**src/rtl/vc_pkg.sv**
```systemverilog
package vc_pkg;
  typedef enum logic [1:0] {
    VC_IDLE = 2'd0,
    VC_SWAP = 2'd1,
    VC_DROP = 2'd2,
    VC_FILL = 2'd3
  } vc_op_e;
endpackage

```
**src/rtl/vc_match.sv**
```systemverilog
module vc_match #(
  parameter int N  = 4,
  parameter int AW = 12,
  localparam int IW = (N > 1) ? $clog2(N) : 1
) (
  input  logic [N-1:0]         ent_valid,
  input  logic [N-1:0][AW-1:0] ent_addr,
  input  logic [AW-1:0]        key,
  output logic [N-1:0]         match,
  output logic                 any,
  output logic [IW-1:0]        idx
);
  for (genvar g = 0; g < N; g++) begin : g_cmp
    assign match[g] = ent_valid[g] && (ent_addr[g] == key);
  end

  assign any = |match;

  always_comb begin
    idx = '0;
    for (int i = 0; i < N; i++) begin
      if (match[i]) idx = IW'(i);
    end
  end

  always_comb begin
    AST_ONE_MATCH: assert ($onehot0(match));
  end
endmodule

```
**src/rtl/vc_lru.sv**
```systemverilog
module vc_lru #(
  parameter int N = 4,
  localparam int IW = (N > 1) ? $clog2(N) : 1
) (
  input  logic          clk,
  input  logic          rst_n,
  input  logic          touch_en,
  input  logic [IW-1:0] touch_idx,
  output logic [IW-1:0] lru_idx
);
  logic [N-1:0][IW-1:0] age_q, age_d;
  logic [N-1:0]         seen;

  always_comb begin
    age_d = age_q;
    for (int i = 0; i < N; i++) begin
      if (IW'(i) == touch_idx) begin
        age_d[i] = '0;
      end else if (age_q[i] < age_q[touch_idx]) begin
        age_d[i] = age_q[i] + 1'b1;
      end
    end
  end

  always_ff @(posedge clk or negedge rst_n) begin
    if (!rst_n) begin
      for (int i = 0; i < N; i++) age_q[i] <= IW'(i);
    end else if (touch_en) begin
      age_q <= age_d;
    end
  end

  always_comb begin
    lru_idx = '0;
    for (int i = 0; i < N; i++) begin
      if (age_q[i] == IW'(N - 1)) lru_idx = IW'(i);
    end
  end

  always_comb begin
    seen = '0;
    for (int i = 0; i < N; i++) seen[age_q[i]] = 1'b1;
  end

  AST_AGES_UNIQUE: assert property (@(posedge clk) disable iff (!rst_n)
    $countones(seen) == N);
endmodule

```
**src/rtl/vc_pick.sv**
```systemverilog
module vc_pick #(
  parameter int N = 4,
  localparam int IW = (N > 1) ? $clog2(N) : 1
) (
  input  logic [N-1:0]  ent_valid,
  input  logic [IW-1:0] lru_idx,
  output logic [IW-1:0] slot,
  output logic          slot_taken
);
  always_comb begin
    slot = lru_idx;
    for (int i = N - 1; i >= 0; i--) begin
      if (!ent_valid[i]) slot = IW'(i);
    end
  end

  assign slot_taken = &ent_valid;
endmodule

```
**src/rtl/victim_buf.sv**
```systemverilog
module victim_buf #(
  parameter int ENTRIES = 4,
  parameter int ADDR_W  = 12,
  parameter int DATA_W  = 32,
  localparam int IW = (ENTRIES > 1) ? $clog2(ENTRIES) : 1
) (
  input  logic              clk,
  input  logic              rst_n,
  input  logic              req_valid,
  input  logic [ADDR_W-1:0] req_addr,
  input  logic              evict_valid,
  input  logic [ADDR_W-1:0] evict_addr,
  input  logic [DATA_W-1:0] evict_data,
  input  logic              evict_dirty,
  output logic              hit,
  output logic [DATA_W-1:0] hit_data,
  output logic              hit_dirty,
  output logic              wb_valid,
  output logic [ADDR_W-1:0] wb_addr,
  output logic [DATA_W-1:0] wb_data
);
  import vc_pkg::*;

  logic [1:0] rst_pipe_q;
  logic       rst_sync_n;

  always_ff @(posedge clk or negedge rst_n) begin
    if (!rst_n) rst_pipe_q <= 2'b00;
    else        rst_pipe_q <= {rst_pipe_q[0], 1'b1};
  end
  assign rst_sync_n = rst_pipe_q[1];

  logic [ENTRIES-1:0]             valid_q, valid_d;
  logic [ENTRIES-1:0]             dirty_q, dirty_d;
  logic [ENTRIES-1:0][ADDR_W-1:0] addr_q, addr_d;
  logic [ENTRIES-1:0][DATA_W-1:0] data_q, data_d;

  logic [ENTRIES-1:0] match;
  logic               any_match;
  logic [IW-1:0]      hit_idx, lru_idx, fill_idx, wr_idx;
  logic               full;
  vc_op_e             op;
  logic               upd_en;

  vc_match #(.N(ENTRIES), .AW(ADDR_W)) u_match (
    .ent_valid (valid_q),
    .ent_addr  (addr_q),
    .key       (req_addr),
    .match     (match),
    .any       (any_match),
    .idx       (hit_idx)
  );

  vc_pick #(.N(ENTRIES)) u_pick (
    .ent_valid  (valid_q),
    .lru_idx    (lru_idx),
    .slot       (fill_idx),
    .slot_taken (full)
  );

  vc_lru #(.N(ENTRIES)) u_lru (
    .clk       (clk),
    .rst_n     (rst_sync_n),
    .touch_en  (upd_en),
    .touch_idx (wr_idx),
    .lru_idx   (lru_idx)
  );

  always_comb begin
    op = VC_IDLE;
    if (req_valid) begin
      if (any_match) op = evict_valid ? VC_SWAP : VC_DROP;
      else if (evict_valid) op = VC_FILL;
    end
  end

  assign upd_en    = (op != VC_IDLE);
  assign wr_idx    = any_match ? hit_idx : fill_idx;
  assign hit       = req_valid && any_match;
  assign hit_data  = data_q[hit_idx];
  assign hit_dirty = dirty_q[hit_idx];
  assign wb_valid  = (op == VC_FILL) && full && dirty_q[fill_idx];
  assign wb_addr   = addr_q[fill_idx];
  assign wb_data   = data_q[fill_idx];

  always_comb begin
    valid_d = valid_q;
    dirty_d = dirty_q;
    addr_d  = addr_q;
    data_d  = data_q;
    case (op)
      VC_SWAP, VC_FILL: begin
        valid_d[wr_idx] = 1'b1;
        dirty_d[wr_idx] = evict_dirty;
        addr_d[wr_idx]  = evict_addr;
        data_d[wr_idx]  = evict_data;
      end
      VC_DROP: valid_d[wr_idx] = 1'b0;
      default: ;
    endcase
  end

  always_ff @(posedge clk or negedge rst_sync_n) begin
    if (!rst_sync_n) begin
      valid_q <= '0;
    end else if (upd_en) begin
      valid_q <= valid_d;
    end
  end

  always_ff @(posedge clk) begin
    if (upd_en) begin
      dirty_q <= dirty_d;
      addr_q  <= addr_d;
      data_q  <= data_d;
    end
  end

  AST_WB_CAUSE: assert property (@(posedge clk) disable iff (!rst_sync_n)
    wb_valid |-> (req_valid && evict_valid && !hit));
  AST_IDLE_QUIET: assert property (@(posedge clk) disable iff (!rst_sync_n)
    !req_valid |=> $stable(valid_q));
  AST_SWAP_LANDS: assert property (@(posedge clk) disable iff (!rst_sync_n)
    (hit && evict_valid) |=>
      (valid_q[$past(hit_idx)] && addr_q[$past(hit_idx)] == $past(evict_addr)));
  AST_DROP_FREES: assert property (@(posedge clk) disable iff (!rst_sync_n)
    (hit && !evict_valid) |=> !valid_q[$past(hit_idx)]);
  AST_FILL_SETS: assert property (@(posedge clk) disable iff (!rst_sync_n)
    (req_valid && !hit && evict_valid) |=> valid_q[$past(fill_idx)]);
endmodule

```
**config.mk**
```make
export PLATFORM = sky130hd
export DESIGN_NAME = victim_buf
export DESIGN_NICKNAME = d
export VERILOG_FILES = /design/src/rtl/vc_pkg.sv /design/src/rtl/vc_match.sv /design/src/rtl/vc_lru.sv /design/src/rtl/vc_pick.sv /design/src/rtl/victim_buf.sv
export SDC_FILE = /design/constraint.sdc
export NUM_CORES = 1
export LEC_CHECK = 0
export ABC_AREA = 1
export BUFFER_PORTS_ARGS = -buffer_cell sky130_fd_sc_hd__buf_2
export CAP_MARGIN = 20
export CELL_PAD_IN_SITES_DETAIL_PLACEMENT = 0
export CELL_PAD_IN_SITES_GLOBAL_PLACEMENT = 1
export CORE_AREA = 2 2 159 161
export DETAILED_ROUTE_END_ITERATION = 10
export DIE_AREA = 0 0 161 163
export PLACE_DENSITY_LB_ADDON = 0.1
export SLEW_MARGIN = 15
export SYNTH_ARGS = -nofsm -noshare
export SYNTH_HDL_FRONTEND = slang
export SYNTH_SLANG_ARGS = --single-unit
```
**constraint.sdc**
```tcl
create_clock -name clk -period 3.1 [get_ports clk]
set_clock_uncertainty 0.15 [all_clocks]
set_input_delay 0.465 -clock clk [delete_from_list [all_inputs] [get_ports clk]]
set_output_delay 0.465 -clock clk [all_outputs]
set_load 0.01 [all_outputs]
```
# Word-level counts from Yosys, hierarchy flattened
# Cells that the tools add are included.
dict set report classes {
  addsub 4
  eq_ne 13
  n_lt_le_gt_ge 8
  n_bitwise 3
  reduce_logical 24
  n_mux 45
}
# cell n
set ops {}
lappend ops {{binary-select mux 32 bit (select 2 bit)} 2}
lappend ops {{bitwise mux 128 bit} 1}
lappend ops {{2-to-1 mux 32 bit} 3}
lappend ops {{demux 32 bit (select 2 bit)} 1}
lappend ops {{bitwise mux 48 bit} 1}
lappend ops {{== test 12 bit} 4}
lappend ops {{2-to-1 mux 2 bit} 22}
lappend ops {{binary-select mux 12 bit (select 2 bit)} 1}
lappend ops {{demux 12 bit (select 2 bit)} 1}
lappend ops {{2-to-1 mux 12 bit} 2}
lappend ops {{AND reduction 2 bit} 6}
lappend ops {{nonzero test 2 bit} 6}
lappend ops {{== test 2 bit (second input constant)} 5}
lappend ops {{< comparator 2 x 3 -> 1 bit (second input constant)} 3}
lappend ops {{adder 2 x 1 -> 2 bit (second input constant)} 4}
lappend ops {{logical AND 1 bit} 8}
lappend ops {{< comparator 2 bit} 4}
lappend ops {{one-hot mux 4 bit (2 select lines)} 1}
lappend ops {{2-to-1 mux 1 bit} 5}
lappend ops {{bitwise AND 4 bit} 1}
lappend ops {{binary-select mux 1 bit (select 2 bit)} 2}
lappend ops {{binary-select mux 2 bit (select 2 bit)} 1}
lappend ops {{bitwise mux 4 bit} 1}
lappend ops {{== test 2 bit (first input constant)} 2}
lappend ops {{10 further kinds} 10}
dict set report totals {
  wordCells 112
  reg_bits 194
}

# Logic depth before layout (Yosys ltp)
# Gate-level depths: netlist of run 1.
dict set report logic_depth {
  word_depth 16
  depth_mapped 20
  depth_no_buf 20
}

# By module
# From an unflattened synthesis of run 1, not the netlist that was laid out.
dict set report hier_totals {
  hier_cells 1052
  hier_area_um2 9808.2
}
# mod seq_area_each_um2 cells_per_inst area_per_inst_um2 instances
set modules_own_cells {}
lappend modules_own_cells {victim_buf 5555.3 706 8141.6 1}
lappend modules_own_cells {vc_match 0.0 230 944.7 1}
lappend modules_own_cells {vc_lru 205.2 106 679.4 1}
lappend modules_own_cells {vc_pick 0.0 10 42.5 1}

# Worst setup path before layout of run 1
# No wires, ideal clock.
dict set report synth_timing {
  path_kind {register to register}
  startpoint {register u_lru.age_q[7] (netlist name)}
  endpoint {register addr_q[36] (netlist name), enable pin}
  period_less_slack_ns 4.132
  t_arrival_ns 3.535
  t_required_ns 2.503
  n_path_buf 0
  stages_incl_launch_ff 11
  setup_slack_ns -1.032
  path_cell_list {dfstp_2 ha_1 or2_2 nor3_1 nor2_1 nand3_1 nand2_2 inv_2 nor2_2 inv_1 nor2_1}
}
# item line
set synth_rtl {}
lappend synth_rtl {{end signal: assignment} victim_buf.sv:114} ;# addr_q <= addr_d;
lappend synth_rtl {{end: declaration} victim_buf.sv:35} ;# logic [ENTRIES-1:0][ADDR_W-1:0] addr_q, addr_d;

# Final worst setup path of run 1
dict set report layout_timing {
  startpoint {register u_lru.age_q[7] (netlist name)}
  endpoint {output wb_valid}
}
dict set report layout_between {
  elab_chain_cells 9
}
# item line
set layout_rtl {}
lappend layout_rtl {{start: declaration} vc_lru.sv:11} ;# logic [N-1:0][IW-1:0] age_q, age_d;
lappend layout_rtl {{start signal: assignment} vc_lru.sv:29} ;# age_q <= age_d;
lappend layout_rtl {{== test 2 bit} vc_lru.sv:36} ;# if (age_q[i] == IW'(N - 1)) lru_idx = IW'(i);
lappend layout_rtl {{2-to-1 mux 2 bit} vc_lru.sv:36}
lappend layout_rtl {{2-to-1 mux 2 bit (4 in series)} vc_pick.sv:13} ;# if (!ent_valid[i]) slot = IW'(i);
lappend layout_rtl {{binary-select mux 1 bit (select 2 bit)} victim_buf.sv:82} ;# assign wb_valid = (op == VC_FILL) && full && dirty_q[fill_idx];
lappend layout_rtl {{2-to-1 mux 1 bit (not written as such)} victim_buf.sv:82}
lappend layout_rtl {{logical AND 1 bit} victim_buf.sv:82}
lappend layout_rtl {{end: declaration} victim_buf.sv:18} ;# output logic wb_valid,
# Every way passes these cells. The select of a mux whose other input is x is not followed.

==> flow_summary.json, run 1 <==
{
  "clk_latency_ns": 0.44,
  "via_per_inst": 5.30,
  "cp-end-kind": "output pin",
  "clock_sinks": 194,
  "drt_iter0_drc": 629,
  "hold_viol_final": 0,
  "setup_violations": 30,
  "start_kind": "flop",
  "grt_overflow_total": 0,
  "worstSetupStartpoint": "u_lru.age_q[7]$_DFFE_PN1P_",
  "fin_nets": 1259,
  "sw_frac_of_total_pct": 40.6,
  "syn-num-nets": 1038,
  "synthesis.area_mm2": 0.00945,
  "ys_seq_area_share_pct": 61.0,
  "power.share.combinational_pct": 54.5,
  "area_growth_pct": 45.7,
  "p_int_mw": 7.53,
  "htree_levels": 4,
  "fin_hold_ws_ns": 0.0576,
  "cts-root-buf": "clkbuf_16",
  "cts_buffers": 17,
  "fp.dieArea_mm2": 0.0262,
  "critPathKind": "flop to output pin",
  "fin_crit_ns": 3.17,
  "reg2reg_slack_ns": 0.22,
  "clk_pin_slew_ns": 0.08,
  "finalSetupTns_ns": -0.943,
  "grt_pass1_wl_mm": 45.5,
  "switchingPower_mw": 5.16,
  "drc": 0,
  "fmax_mhz": 315,
  "dp_hpwl_mm": 18.0,
  "grt_pass1_vias": 7848,
  "worstPathRequired_ns": 2.48,
  "synthFlopType": "edfxtp_1",
  "relSlewSlack_pct": 64.5,
  "drv_cap": 0,
  "violations": "setup timing",
  "yosys_warnings": 0,
  "antenna_found_initial": 2,
  "run_status": "finished with violations",
  "ys_seq_elements": 194,
  "clockBufferDepth": 2,
  "cts_tree": "done",
  "finalWirelength_mm": 31.6,
  "max-vdd-ir-drop_v": 0.000553,
  "drt_pass1_iterations": 4,
  "p_leak_nw": 5.43,
  "drv_slew": 0,
  "async_flop_share_pct": 7.22,
  "io_buffers": 139,
  "rr_startpoint": "addr_q[28]$_DFFE_PP_",
  "seq_power_share_pct": 27.7,
  "avgSynthCellArea_um2": 9.70,
  "drive_above_1_share_pct": 40.1,
  "worstPathArrival_ns": 2.56,
  "grtUsageTotal_pct": 23.1,
  "worstPathCellList": "ha_4 -> or2_4 -> a21oi_4 -> o21ai_2 -> nand2_4 -> clkinv_8 -> buf_12 -> buf_8 -> nand2_1 -> a21oi_2 -> o2111a_1 -> buf_2",
  "final_common_cell": "nand2_1",
  "final_core_util_pct": 55.8,
  "final_cell_mix": "nand2_1, edfxtp_1, nor2_1",
  "io_pins": 140,
  "critPathSlowestCell": "dfstp_2",
  "fin_ws_ns": -0.0726,
  "ys_types": 37,
  "rsz0062_at_grt": "yes",
  "synth_edf_count": 180,
  "vias": 8156,
  "crit_path_max_incr_delay_ns": 0.57,
  "start_util_pct": 38.3,
  "rows": 58,
  "fin_crit_sh_pct": 102,
  "dieHeight_um": 163,
  "die_w_um": 161,
  "p_per_area_mw_per_mm2": 922,
  "ant_nets": 0,
  "core_mm2": 0.0247,
  "globalplace.congestion": 0.812,
  "hold_class": "flop to asynchronous set/reset pin",
  "wl_per_cell_um": 20.6,
  "netlist_instances": 974,
  "clkPwrFrac_pct": 17.8,
  "grt_max_degree": 34,
  "cp_max_fo": 5,
  "tightestPinTransition_ns": 0.532
}
[Yosys cell counts (15+ instances only)]
cell        n  area [um^2]
a21oi_1    15         75.1
a221oi_1   33          289
clkbuf_1   35          131
edfxtp_1  180         5410
inv_1      63          236
inv_2      17         63.8
nand2_1   194          728
nand3_1    36          180
nor2_1    201          754
o21ai_0    57          285
o22ai_1    33          206
o32ai_1    33          289
[power groups by stage]
stage | Sequential, mW | Combinational, mW | Clock, mW
floorplan | 3.46 | 2.58 | 0
global placement | 3.53 | 4.42 | 0
detailed placement | 3.53 | 4.43 | 0
CTS | 3.48 | 5.52 | 2.28
global route | 3.55 | 7.38 | 2.40
finish | 3.51 | 6.92 | 2.26
[what timing repair did]
action | 4_1_cts | 5_1_grt
endpoints found under the setup margin | 77 | 227
resized for setup | 125 | 176
cloned | 9 | 10
buffers inserted | 30 | 17
hold buffers | 1 | 0
endpoints found under the hold margin | 2 | 0
pin swaps | 26 | 41
[state kept, by name, summed over array words and instances, names as in the netlist, named ones only]
signal / flops
u_lru.age_q: 8
addr_q: 48
data_q: 128
dirty_q: 4
rst_pipe_q: 2
[cell families after synthesis]
kind of cell,after synthesis,share of synthesized area (%)
XOR/XNOR,4,0.371
AO/OA/AOI/OAI,188,13.5
other,1,0.0397
adder cells (fa/ha/maj),3,0.397
flip-flops,194,61.0
AND/OR/NAND/NOR,454,19.3
buffers and inverters,130,5.39
[through the flow]
stage | cells | setup slack [ns] | total power, mW | instance area (um^2)
floorplan | 974 | 0.213 | 6.03 | 9480
detailed placement | 1445 | 0.117 | 7.95 | 11000
global placement | 1445 | 0.131 | 7.95 | 11000
CTS | 1517 | -0.100 | 11.3 | 12800
global route | 1538 | -0.210 | 13.3 | 13800
finish | 1539 | -0.0726 | 12.7 | 13800
[path summary, 6_finish.rpt]
kind,end,cells past startpoint
worst min register to register,u_lru.age_q[1]$_DFFE_PN0P_,0
max in group asynchronous,u_lru.age_q[7]$_DFFE_PN1P_,0
min in group clk,data_q[71]$_DFFE_PP_,1
worst max-delay path,wb_valid,12
worst max register to register,u_lru.age_q[7]$_DFFE_PN1P_,21
worst min-delay path,u_lru.age_q[1]$_DFFE_PN0P_,0
[critical path, delay by kind of cell (launching register included)]
| family | cells | cell delay (ns) |
|---|---|---|
| buf+inv | 4 | 0.45 |
| fa+ha+maj | 1 | 0.13 |
| flops | 1 | 0.57 |
| simple gates | 3 | 0.32 |
| compound gates | 4 | 0.64 |
[metal layers]
layer	GRT usage [%]	wire (um)	vias to the layer above
met5	0	7	-
met1	30.2	14000	3992
met3	4.10	1370	43
li1	-	-	3896
met4	6.49	672	2
met2	39.7	15600	223
[layout make-up]
type / instances / area, um^2
repair buffers: 251 / 2330
fillers: 2208 / 10900
clock inverters: 15 / 184
multi-input cells: 650 / 4330
inverters: 81 / 319
well taps: 330 / 413
flip-flops and latches: 194 / 5760
clock buffers: 17 / 425
diodes: 1 / 2.50
Note: power is estimated with default switching activity, not from simulation.
==> inputs of run 2 (changes only) <==
--- a/config.mk
+++ b/config.mk
@@ -10,9 +10,9 @@
 export CAP_MARGIN = 20
 export CELL_PAD_IN_SITES_DETAIL_PLACEMENT = 0
 export CELL_PAD_IN_SITES_GLOBAL_PLACEMENT = 1
-export CORE_AREA = 2 2 159 161
+export CORE_AREA = 2 2 150 152
 export DETAILED_ROUTE_END_ITERATION = 10
-export DIE_AREA = 0 0 161 163
+export DIE_AREA = 0 0 152 154
 export PLACE_DENSITY_LB_ADDON = 0.1
 export SLEW_MARGIN = 15
 export SYNTH_ARGS = -nofsm -noshare
==> flow_summary.json, run 2 (synthesis gave the netlist of run 1 again) <==
{
  "vias": 8451,
  "clk_pin_slew_ns": 0.08,
  "dp_hpwl_mm": 16.7,
  "fin_crit_ns": 3.30,
  "drv_cap": 0,
  "pre_cts_ws_ns": 0.0276,
  "fp.dieArea_mm2": 0.0234,
  "p_leak_nw": 5.70,
  "grt_pass1_vias": 7890,
  "hold_viol_final": 0,
  "rr_startpoint": "u_lru.age_q[5]$_DFFE_PN1P_",
  "core_mm2": 0.0217,
  "finalWirelength_mm": 33.0,
  "setup_violations": 64,
  "rows": 54,
  "critPathSlowestCell": "dfstp_2",
  "globalplace.congestion": 0.800,
  "ant_nets": 0,
  "violations": "setup timing",
  "clk_latency_ns": 0.44,
  "wl_per_cell_um": 22.0,
  "fillerInstances": 1616,
  "antenna_found_initial": 2,
  "worstPathArrival_ns": 2.68,
  "drt_iter0_drc": 639,
  "start_kind": "flop",
  "fin_crit_sh_pct": 106,
  "final_cell_mix": "edfxtp_1, nand2_1, nor2_1",
  "crit_path_max_incr_delay_ns": 0.56,
  "placed_cells": 1384,
  "tightestPinTransition_ns": 0.522,
  "drive_above_1_share_pct": 43.0,
  "clock_sinks": 194,
  "drt_pass1_iterations": 5,
  "relSlewSlack_pct": 65.2,
  "clockBufferDepth": 2,
  "htree_levels": 4,
  "cts_buffers": 17,
  "io_pins": 140,
  "start_util_pct": 43.6,
  "fin_nets": 1272,
  "grt_overflow_total": 0,
  "largest_register_ffs": 128,
  "reg2reg_depth": 16,
  "worstPathRequired_ns": 2.48,
  "multiInputGateArea_mm2": 0.00454,
  "worstPathCellList": "ha_4 -> or2_4 -> a21oi_2 -> o21ai_2 -> nand2_4 -> buf_4 -> buf_12 -> buf_16 -> o21ai_1 -> o32ai_4 -> buf_2",
  "max-vdd-ir-drop_v": 0.000532,
  "cts-root-buf": "clkbuf_16",
  "grt_max_degree": 45,
  "grt_pass1_wl_mm": 44.2,
  "via_per_inst": 5.62,
  "dieHeight_um": 154,
  "rsz0062_at_grt": "yes",
  "hold_class": "flop to asynchronous set/reset pin",
  "area_growth_pct": 52.0,
  "regArea_mm2": 0.00576,
  "fmax_mhz": 303,
  "p_per_area_mw_per_mm2": 939,
  "largest_registers": "data_q: 128 flops, addr_q: 48 flops, u_lru.age_q: 8 flops",
  "final_common_cell": "edfxtp_1",
  "fin_ws_ns": -0.197,
  "die_w_um": 152,
  "regMostFlops": "data_q",
  "reg2reg_slack_ns": 0.07,
  "r2r_end": "addr_q[8]$_DFFE_PP_",
  "drv_slew": 0,
  "drc": 0,
  "layout.cells.non_filler": 1503,
  "grtUsageTotal_pct": 24.7,
  "cp_max_fo": 23,
  "cp-end-kind": "output pin",
  "io_buffers": 139,
  "cts_tree": "done",
  "run_status": "finished with violations",
  "critPathKind": "flop to output pin"
}
[run 2: changes by cell type in the layout (fill, tap and decap cells not counted), moves of 7 or more]
cell,previous run,this run
buf_6,16,23
nor2_4,24,31
clkbuf_16,25,32
buf_12,23,32
nand2_1,187,175
buf_8,12,4
nor2_1,150,141
[run 2: per-layer routing]
| metal | track usage (%) | routed length [um] | share of wire (%) |
|---|---|---|---|
| met4 | 8.10 | 821 | 2.5 |
| met2 | 41.4 | 16200 | 49 |
| met1 | 32.8 | 13900 | 42 |
| met3 | 4.03 | 2070 | 6.3 |
| met5 | 0 | 13 | 0.039 |
[run 2: repair_timing]
| item | in CTS | in global routing |
|---|---|---|
| resized for setup | 128 | 222 |
| hold endpoints to repair | 2 | 0 |
| setup endpoints to repair | 78 | 267 |
| hold buffers | 1 | 0 |
| gates cloned | 16 | 17 |
| pin swaps | 26 | 62 |
| setup buffers | 24 | 29 |
[run 2: worst max path at each step]
stage,from,to,slack (ns),cells after the start
after floorplan,u_lru.age_q[7]$_DFFE_PN1P_,addr_q[36]$_DFFE_PP_,0.21,10
after global placement,req_addr[11],hit_data[17],0.04,10
after detailed placement,req_addr[2],hit_data[17],0.03,13
after CTS,u_lru.age_q[6]$_DFFE_PN1P_,wb_data[31],-0.10,11
after global routing,u_lru.age_q[6]$_DFFE_PN1P_,wb_data[22],-0.26,11
final,u_lru.age_q[7]$_DFFE_PN1P_,wb_data[22],-0.20,11
[run 2: layout make-up]
type,instances,area share (%)
clock inverters,15,1.33
flip-flops and latches,194,40.1
inverters,81,2.40
multi-input cells,650,31.6
diodes,2,0.0348
repair buffers,264,19.1
clock buffers,17,2.96
well taps,280,2.44
[run 2: through the flow]
stage / TNS (ns) / power, mW / cell area (um^2) / util [%] / hold slack [ns]
final: -3.33 / 13.5 / 14400 / 66.2 / 0.0527
after global routing: -11.75 / 14.1 / 14400 / 66.2 / 0.0616
after CTS: -2.75 / 11.5 / 12800 / 58.9 / 0.0658
after detailed placement: 0 / 7.80 / 10800 / 50.0 / 0.0680
after global placement: 0 / 7.79 / 10800 / 50.0 / 0.0815
after floorplan: 0 / 6.03 / 9480 / - / -0.00585
[run 2: power by group]
group	switching, mW	leakage, nW	internal [mW]	total, mW
clock network	1.14	0.297	1.11	2.25
logic	4.04	3.60	3.67	7.70
registers	0.266	1.80	3.26	3.53
total	5.44	5.70	8.03	13.5
[run 2: critical path: cells and delay by family, from the launching register on]
| family | cells | cell delay, ns |
|---|---|---|
| AO/OA/AOI/OAI | 4 | 0.69 |
| buffers and inverters | 4 | 0.63 |
| flip-flops | 1 | 0.56 |
| AND/OR/NAND/NOR | 2 | 0.23 |
| adder cells (fa/ha/maj) | 1 | 0.13 |
